$ cat src/rtl/sio_pkg.sv
package sio_pkg;
  localparam int DATA_BITS  = 8;
  localparam int OVERSAMPLE = 16;
  localparam int OS_W       = $clog2(OVERSAMPLE);
  localparam int HALF       = OVERSAMPLE / 2;
  localparam int FRAME_W    = DATA_BITS + 3;
  localparam int RX_W       = DATA_BITS + 1;
  localparam int IDX_W      = $clog2(DATA_BITS + 2);

  localparam int B_TXFLAG = 0;
  localparam int B_RXFLAG = 1;
  localparam int B_TXNINE = 2;
  localparam int B_RXNINE = 3;
  localparam int B_RXEN   = 4;
  localparam int B_MODE9  = 5;
  localparam int B_IRQEN  = 6;

  typedef enum logic [1:0] {RX_IDLE, RX_START, RX_DATA} rxState_t;

  typedef struct packed {
    logic loadTx;
    logic shiftTx;
    logic txDone;
    logic rxPreset;
    logic rxShift;
    logic rxLoad;
  } strobe_t;
endpackage

$ cat src/rtl/sio_ctl.sv
module sio_ctl
  import sio_pkg::*;
(
  input  logic    clk,
  input  logic    rstN,
  input  logic    baudTick,
  input  logic    wrData,
  input  logic    rxSync,
  input  logic    mode9,
  input  logic    txLastBit,
  output logic    txBusy,
  output strobe_t stb
);
  logic [OS_W-1:0]  txCnt;
  logic [OS_W-1:0]  rxCnt;
  logic [IDX_W-1:0] rxIdx;
  logic [IDX_W-1:0] lastIdx;
  rxState_t         rxState;
  logic             txBitEnd;
  logic             rxMid;
  logic             rxSample;

  assign txBitEnd = txBusy && baudTick && !wrData && (txCnt == OS_W'(OVERSAMPLE - 1));
  assign lastIdx  = mode9 ? IDX_W'(DATA_BITS + 1) : IDX_W'(DATA_BITS);
  assign rxMid    = (rxState == RX_START) && baudTick && (rxCnt == OS_W'(HALF - 1));
  assign rxSample = (rxState == RX_DATA) && baudTick && (rxCnt == OS_W'(OVERSAMPLE - 1));

  always_comb begin
    stb          = '0;
    stb.loadTx   = wrData;
    stb.shiftTx  = txBitEnd && !txLastBit;
    stb.txDone   = txBitEnd && txLastBit;
    stb.rxPreset = rxMid && !rxSync;
    stb.rxShift  = rxSample && (rxIdx <= IDX_W'(DATA_BITS));
    stb.rxLoad   = rxSample && (rxIdx == lastIdx);
  end

  always_ff @(posedge clk or negedge rstN) begin
    if (!rstN) begin
      txBusy <= 1'b0;
      txCnt  <= '0;
    end else if (wrData) begin
      txBusy <= 1'b1;
      txCnt  <= '0;
    end else if (txBusy && baudTick) begin
      txCnt <= (txCnt == OS_W'(OVERSAMPLE - 1)) ? '0 : txCnt + 1'b1;
      if (txBitEnd && txLastBit) txBusy <= 1'b0;
    end
  end

  always_ff @(posedge clk or negedge rstN) begin
    if (!rstN) begin
      rxState <= RX_IDLE;
      rxCnt   <= '0;
      rxIdx   <= '0;
    end else if (baudTick) begin
      case (rxState)
        RX_IDLE: if (!rxSync) begin
          rxState <= RX_START;
          rxCnt   <= '0;
        end
        RX_START: if (rxCnt == OS_W'(HALF - 1)) begin
          rxState <= rxSync ? RX_IDLE : RX_DATA;
          rxCnt   <= '0;
          rxIdx   <= '0;
        end else begin
          rxCnt <= rxCnt + 1'b1;
        end
        RX_DATA: if (rxCnt == OS_W'(OVERSAMPLE - 1)) begin
          rxCnt <= '0;
          rxIdx <= rxIdx + 1'b1;
          if (rxIdx == lastIdx) rxState <= RX_IDLE;
        end else begin
          rxCnt <= rxCnt + 1'b1;
        end
        default: rxState <= RX_IDLE;
      endcase
    end
  end

  // at most one transmit action per cycle
  assert_tx_strobe_onehot_R2: assert property (@(posedge clk) disable iff (!rstN)
    $onehot0({stb.loadTx, stb.shiftTx, stb.txDone}));

  // a reception never shifts past the data field plus one sample
  assert_rx_idx_bound_R6: assert property (@(posedge clk) disable iff (!rstN)
    (rxState == RX_DATA) |-> (rxIdx <= IDX_W'(DATA_BITS + 1)));
endmodule

$ cat src/rtl/sio_dp.sv
module sio_dp
  import sio_pkg::*;
(
  input  logic                 clk,
  input  logic                 rstN,
  input  strobe_t              stb,
  input  logic                 txBusy,
  input  logic                 regAddr,
  input  logic                 regWr,
  input  logic [DATA_BITS-1:0] regWdata,
  input  logic                 rxPin,
  output logic                 rxSync,
  output logic                 txLine,
  output logic                 txLastBit,
  output logic                 mode9,
  output logic [DATA_BITS-1:0] regRdata,
  output logic                 irq
);
  logic [FRAME_W-1:0]   txShift;
  logic [RX_W-1:0]      rxShift;
  logic [RX_W-1:0]      rxShiftNext;
  logic [DATA_BITS-1:0] rxLatch;
  logic [1:0]           rxMeta;
  logic                 txFlag, rxFlag, txNine, rxNine, rxEn, irqEn;
  logic                 wrCtl;
  logic [7:0]           ctlByte;

  assign wrCtl       = regWr && regAddr;
  assign rxSync      = rxMeta[1];
  assign txLastBit   = (txShift[FRAME_W-1:1] == '0);
  assign txLine      = txBusy ? txShift[0] : 1'b1;
  assign rxShiftNext = stb.rxShift ? {rxSync, rxShift[RX_W-1:1]} : rxShift;
  assign ctlByte     = {1'b0, irqEn, mode9, rxEn, rxNine, txNine, rxFlag, txFlag};
  assign regRdata    = regAddr ? DATA_BITS'(ctlByte) : rxLatch;
  assign irq         = irqEn && (txFlag || rxFlag);

  always_ff @(posedge clk or negedge rstN) begin
    if (!rstN) rxMeta <= 2'b11;
    else       rxMeta <= {rxMeta[0], rxPin};
  end

  always_ff @(posedge clk or negedge rstN) begin
    if (!rstN) begin
      txShift <= FRAME_W'(1);
    end else if (stb.loadTx) begin
      txShift <= mode9 ? {1'b1, txNine, regWdata, 1'b0}
                       : {1'b0, 1'b1, regWdata, 1'b0};
    end else if (stb.shiftTx) begin
      txShift <= {1'b0, txShift[FRAME_W-1:1]};
    end
  end

  always_ff @(posedge clk or negedge rstN) begin
    if (!rstN) begin
      rxShift <= '1;
    end else if (stb.rxPreset) begin
      rxShift <= '1;
    end else begin
      rxShift <= rxShiftNext;
    end
  end

  always_ff @(posedge clk or negedge rstN) begin
    if (!rstN) begin
      rxLatch <= '0;
      rxNine  <= 1'b0;
    end else if (stb.rxLoad && rxEn) begin
      rxLatch <= rxShiftNext[DATA_BITS-1:0];
      rxNine  <= rxShiftNext[RX_W-1];
    end
  end

  always_ff @(posedge clk or negedge rstN) begin
    if (!rstN) begin
      txFlag <= 1'b0;
      rxFlag <= 1'b0;
      txNine <= 1'b0;
      rxEn   <= 1'b0;
      mode9  <= 1'b0;
      irqEn  <= 1'b0;
    end else begin
      if (stb.txDone)                txFlag <= 1'b1;
      else if (wrCtl)                txFlag <= regWdata[B_TXFLAG];
      if (stb.rxLoad && rxEn)        rxFlag <= 1'b1;
      else if (wrCtl)                rxFlag <= regWdata[B_RXFLAG];
      if (wrCtl) begin
        txNine <= regWdata[B_TXNINE];
        rxEn   <= regWdata[B_RXEN];
        mode9  <= regWdata[B_MODE9];
        irqEn  <= regWdata[B_IRQEN];
      end
    end
  end

  assert_tx_done_sets_flag_R4: assert property (@(posedge clk) disable iff (!rstN)
    stb.txDone |=> txFlag);

  assert_tx_flag_sticky_R4: assert property (@(posedge clk) disable iff (!rstN)
    (txFlag && !wrCtl) |=> txFlag);

  assert_rx_load_sets_flag_R6: assert property (@(posedge clk) disable iff (!rstN)
    (stb.rxLoad && rxEn) |=> rxFlag);

  assert_rx_disabled_hold_R9: assert property (@(posedge clk) disable iff (!rstN)
    !rxEn |=> $stable(rxLatch));

  assert_tx_line_steady_R2: assert property (@(posedge clk) disable iff (!rstN)
    (!stb.loadTx && !stb.shiftTx) |=> $stable(txLine));
endmodule

$ cat src/rtl/sio_port.sv
module sio_port
  import sio_pkg::*;
(
  input  logic                 clk,
  input  logic                 rstN,
  input  logic                 regAddr,
  input  logic                 regWr,
  input  logic [DATA_BITS-1:0] regWdata,
  output logic [DATA_BITS-1:0] regRdata,
  input  logic                 baudTick,
  input  logic                 rxPin,
  output logic                 txPin,
  output logic                 irq
);
  strobe_t stb;
  logic    txBusy, rxSync, mode9, txLastBit, wrData;

  assign wrData = regWr && !regAddr;

  sio_ctl ctl (
    .clk(clk), .rstN(rstN), .baudTick(baudTick), .wrData(wrData),
    .rxSync(rxSync), .mode9(mode9), .txLastBit(txLastBit),
    .txBusy(txBusy), .stb(stb)
  );

  sio_dp dp (
    .clk(clk), .rstN(rstN), .stb(stb), .txBusy(txBusy),
    .regAddr(regAddr), .regWr(regWr), .regWdata(regWdata),
    .rxPin(rxPin), .rxSync(rxSync), .txLine(txPin), .txLastBit(txLastBit),
    .mode9(mode9), .regRdata(regRdata), .irq(irq)
  );
endmodule

$ cat config.mk
export PLATFORM = sky130hd
export DESIGN_NAME = sio_port
export DESIGN_NICKNAME = d
export VERILOG_FILES = /design/src/rtl/sio_pkg.sv /design/src/rtl/sio_ctl.sv /design/src/rtl/sio_dp.sv /design/src/rtl/sio_port.sv
export SDC_FILE = /design/constraint.sdc
export NUM_CORES = 1
export LEC_CHECK = 0
export BUFFER_PORTS_ARGS = -buffer_cell sky130_fd_sc_hd__buf_2
export CAP_MARGIN = 20
export CORE_ASPECT_RATIO = 0.75
export CORE_MARGIN = 2
export CORE_UTILIZATION = 40
export DETAILED_ROUTE_END_ITERATION = 8
export SLEW_MARGIN = 20
export SYNTH_ARGS = -nofsm -noshare
export SYNTH_HDL_FRONTEND = slang
export SYNTH_SLANG_ARGS = --single-unit
$ cat constraint.sdc
create_clock -name clk -period 1.92 [get_ports clk]
set_clock_uncertainty 0.2 [all_clocks]
set_input_delay 0.384 -clock clk [delete_from_list [all_inputs] [get_ports clk]]
set_output_delay 0.384 -clock clk [all_outputs]
set_load 0.005 [all_outputs]
==> results by group <==
Run status
  – Outcome: finished, final reports clean

Min path
  – Worst hold path class: input port to register
  – Hold path depth: 2

Logic synthesis
  – Dominant cell type by area after synthesis: dfrtp_1
  – Synth area leaders: dfrtp_1, dfstp_2, mux2i_1
  – Seq/Total Area, Yosys: 0.500
  – Netlist cell types: 47
  – Post-Syn Nets: 282
  – Ys Warns: 0
  – Number of flops mapped to enable cells by yosys: 0
  – Synth Instances: 259
  – Post-Synthesis Cell Area: 0.00264 mm²
  – Mean Syn Cell Area: 10.2 µm²
  – Synth Register Bits: 52
  – Top FF cell, synth: dfrtp_1
  – Async SR Flop Fraction: 1.00
  – Yosys top cell area share: 0.380

Die
  – CORE AREA: 0.00635 mm²
  – # rows: 25
  – Die Ht: 74.3 µm
  – Initial Util: 0.415
  – I/O pin count: 24
  – Die Area: 0.00726 mm²
  – Die width: 97.7 µm

Detailed routing
  – Vias after detailed routing: 2026
  – Remaining antenna violation count after routing: 0
  – Final WL: approximately 5.5 mm
  – 1st-iter DRT viols: 113
  – Drt first pass iters: 4
  – Drt via density: 5.18
  – Remaining routing DRC violations: 0
  – Routed length per instance: 14.1 µm

CTS
  – Num CTS Buffers: 5
  – Maximum clock path buffer count: 2
  – TritonCTS Sinks: 52
  – Worst-path clk slew: 0.10 ns
  – Worst skew pair latency: 0.30 ns
  – CTS root buf: clkbuf_8
  – CTS tree: yes
  – H-Tree Depth: 2

Timing
  – Final setup viols: 0
  – Final setup margin: 0.0551 ns
  – Normalized max-slew margin: 0.770
  – Setup TNS Final: 0 ns
  – RSZ-0062 raised after global routing: yes
  – Final Hold Viols: 0
  – Max Slew Vio Count: 0
  – Min Clock Period, post-route: 1.86 ns
  – Tcrit/Tclk final: 0.971
  – Maximum clock frequency: ~540 MHz
  – Slew @ Worst Pin: 0.345 ns

GRT
  – Grt ovf: 0
  – GRT Total Usage: 0.156
  – Global-route wire length before repair: 8.96 mm
  – Initial antenna violation count: 0
  – Pin count of the biggest net entering global routing: 53
  – Vias in the first global route: 1837

Power and ir drop
  – Pwr Density: between 900 and 1000 mW/mm²
  – Reg power frac: 0.467
  – Leak pwr: 0.00148 µW
  – Int Pwr: between 2000 and 2500 µW
  – Comb pwr share: 0.328
  – P_sw: 1050 µW
  – Peak supply drop: 0.000322 V
  – Clock share of power: 0.205
  – Net Sw Frac: 0.338

Critical path
  – Critical path data arrival time: 1.86 ns
  – Crit-path max FO: 5
  – Crit path kind: register to register
  – Critical path data required time: 1.92 ns
  – Register-to-Register Path Depth: 7
  – Crit end category: register
  – Setup crit start kind: register

Place
  – I/O Buffers: 23
  – RePlAce Congestion: 0.817
  – Hpwl dp: 3.86 mm
  – Placed Area: slightly above 0.003 mm²
  – Worst slack at placement: -0.0618 ns
  – Placed instance count: between 300 and 400

Layout
  – Final net count: 332
  – Finished Layout Cells: between 300 and 400
  – Area Growth Syn to Fin: 25.6%
  – Layout cells sized above 1: 0.339
  – Final instance area: 0.00331 mm²
  – Post-layout util: 0.521
  – Diodes inserted: 0

Run
  – Max_cap viols: 0
## power groups by stage
stage,logic (µW),clock network [µW],registers (µW)
floorplan,516,0,1410
global placement,842,0,1430
detailed placement,861,0,1430
CTS,895,668,1420
global route,1150,716,1480
finish,1020,637,1450
## final cells by class
class / count / area [µm²]
inverter: 15 / 56.3
timing repair buffer: 55 / 389
multi-input combinational: 180 / 1350
tap: 81 / 101
sequential: 52 / 1320
clock inverter: 3 / 23.8
clock buffer: 5 / 68.8
fill: 573 / 3040
## state kept, by name, summed over array words and instances (netlist names)
name	count
dp.rxEn	1
ctl.rxIdx	4
dp.txNine	1
dp.mode9	1
ctl.txCnt	4
dp.rxNine	1
ctl.rxState	2
dp.rxMeta	2
dp.txShift	11
ctl.rxCnt	4
dp.rxFlag	1
dp.rxShift	9
dp.txFlag	1
dp.rxLatch	8
dp.irqEn	1
ctl.txBusy	1
## per-layer routing
metal | vias up | track usage | wire (µm)
li1 | 1007 | - | -
met1 | 986 | 0.233 | 2910
met2 | 31 | 0.226 | 2410
met3 | 2 | 0.0432 | 164
met4 | 0 | 0.0370 | 17
met5 | - | 0 | 0
## cell usage after synthesis, types with 5 or more instances
cell type	number
and3_1	6
a31oi_1	5
nor2_1	14
a21oi_1	10
nor3_1	6
ha_1	9
inv_1	15
mux2_2	5
o21ai_0	13
nand3_1	9
dfrtp_1	40
mux2i_1	21
dfstp_2	12
nand2_1	38
## what timing repair did
action                                  CTS  global route
gates cloned                              0             1
buffers inserted                          0             1
hold buffers                              2             0
resized for setup                         9            26
pin swaps                                 1             6
hold endpoints to repair                 41             0
endpoints found under the setup margin   13            27
## critical path: stages, from the launching register on
cell,delay (ns)
dfrtp_1,0.39
inv_1,0.10
ha_4,0.15
nand2b_4,0.06
a211oi_4,0.29
buf_6,0.22
mux2i_4,0.25
mux2i_1,0.09
## path summary, 6_finish.rpt
path / slack [ns] / to / from
max in group asynchronous: 0.84 / dp.rxShift[6]$_DFF_PN1_ / rstN
worst min-delay path: 0.12 / dp.txShift[4]$_DFFE_PN0P_ / regWdata[3]
worst min register to register: 0.16 / dp.rxMeta[1]$_DFF_PN1_ / dp.rxMeta[0]$_DFF_PN1_
worst max-delay path: 0.06 / dp.rxLatch[4]$_DFFE_PN0P_ / ctl.rxIdx[0]$_DFFE_PN0P_
worst max register to register: 0.06 / dp.rxLatch[4]$_DFFE_PN0P_ / ctl.rxIdx[0]$_DFFE_PN0P_
min in group asynchronous: 0.39 / ctl.txBusy$_DFFE_PN0P_ / rstN
## cells by family after synthesis
logic type | after synthesis | synth area share
xor gates and xnor gates | 2 | 0.00665
buffers and inverters | 27 | 0.0475
and+or+nand+nor | 99 | 0.195
adders and majority gates | 9 | 0.0427
AOI/OAI and AO/OA | 44 | 0.108
DFF | 52 | 0.500
muxes | 26 | 0.101
## placed cells by master, fill, tap and decap left out, types with 2 or more instances in the layout
cell           synthesis  layout
nor4_1                 2       2
buf_12                 0       2
nand2_1               38      37
a221o_1                4       4
nor2_1                14      14
nor3b_1                4       3
nand3_1                9       9
dlygate4sd3_1          0       2
mux2i_1               21      16
mux2i_4                0       5
and3_1                 6       6
or3_1                  2       2
inv_2                  0       3
buf_2                  4      23
dfstp_2               12      12
o21a_1                 2       2
ha_1                   9       5
clkinvlp_4             0       2
o211ai_1               2       2
buf_4                  3      27
nand2b_1               4       3
clkbuf_8               0       5
mux2_2                 5       4
dfrtp_1               40      39
nor3_1                 6       5
inv_1                 15      12
o21ai_0               13      12
a21oi_1               10      10
ha_4                   0       4
a31oi_1                5       5
nand4_1                3       3
## per-stage QoR
step           total power, µW  hold slack [ns]
6_report                  3110            0.125
5_1_grt                   3340            0.106
4_1_cts                   2980            0.116
3_5_place_dp              2300            0.148
3_3_place_gp              2270            0.148
2_1_floorplan             1930           -0.112
No activity file was read; power rests on OpenSTA's default activity.
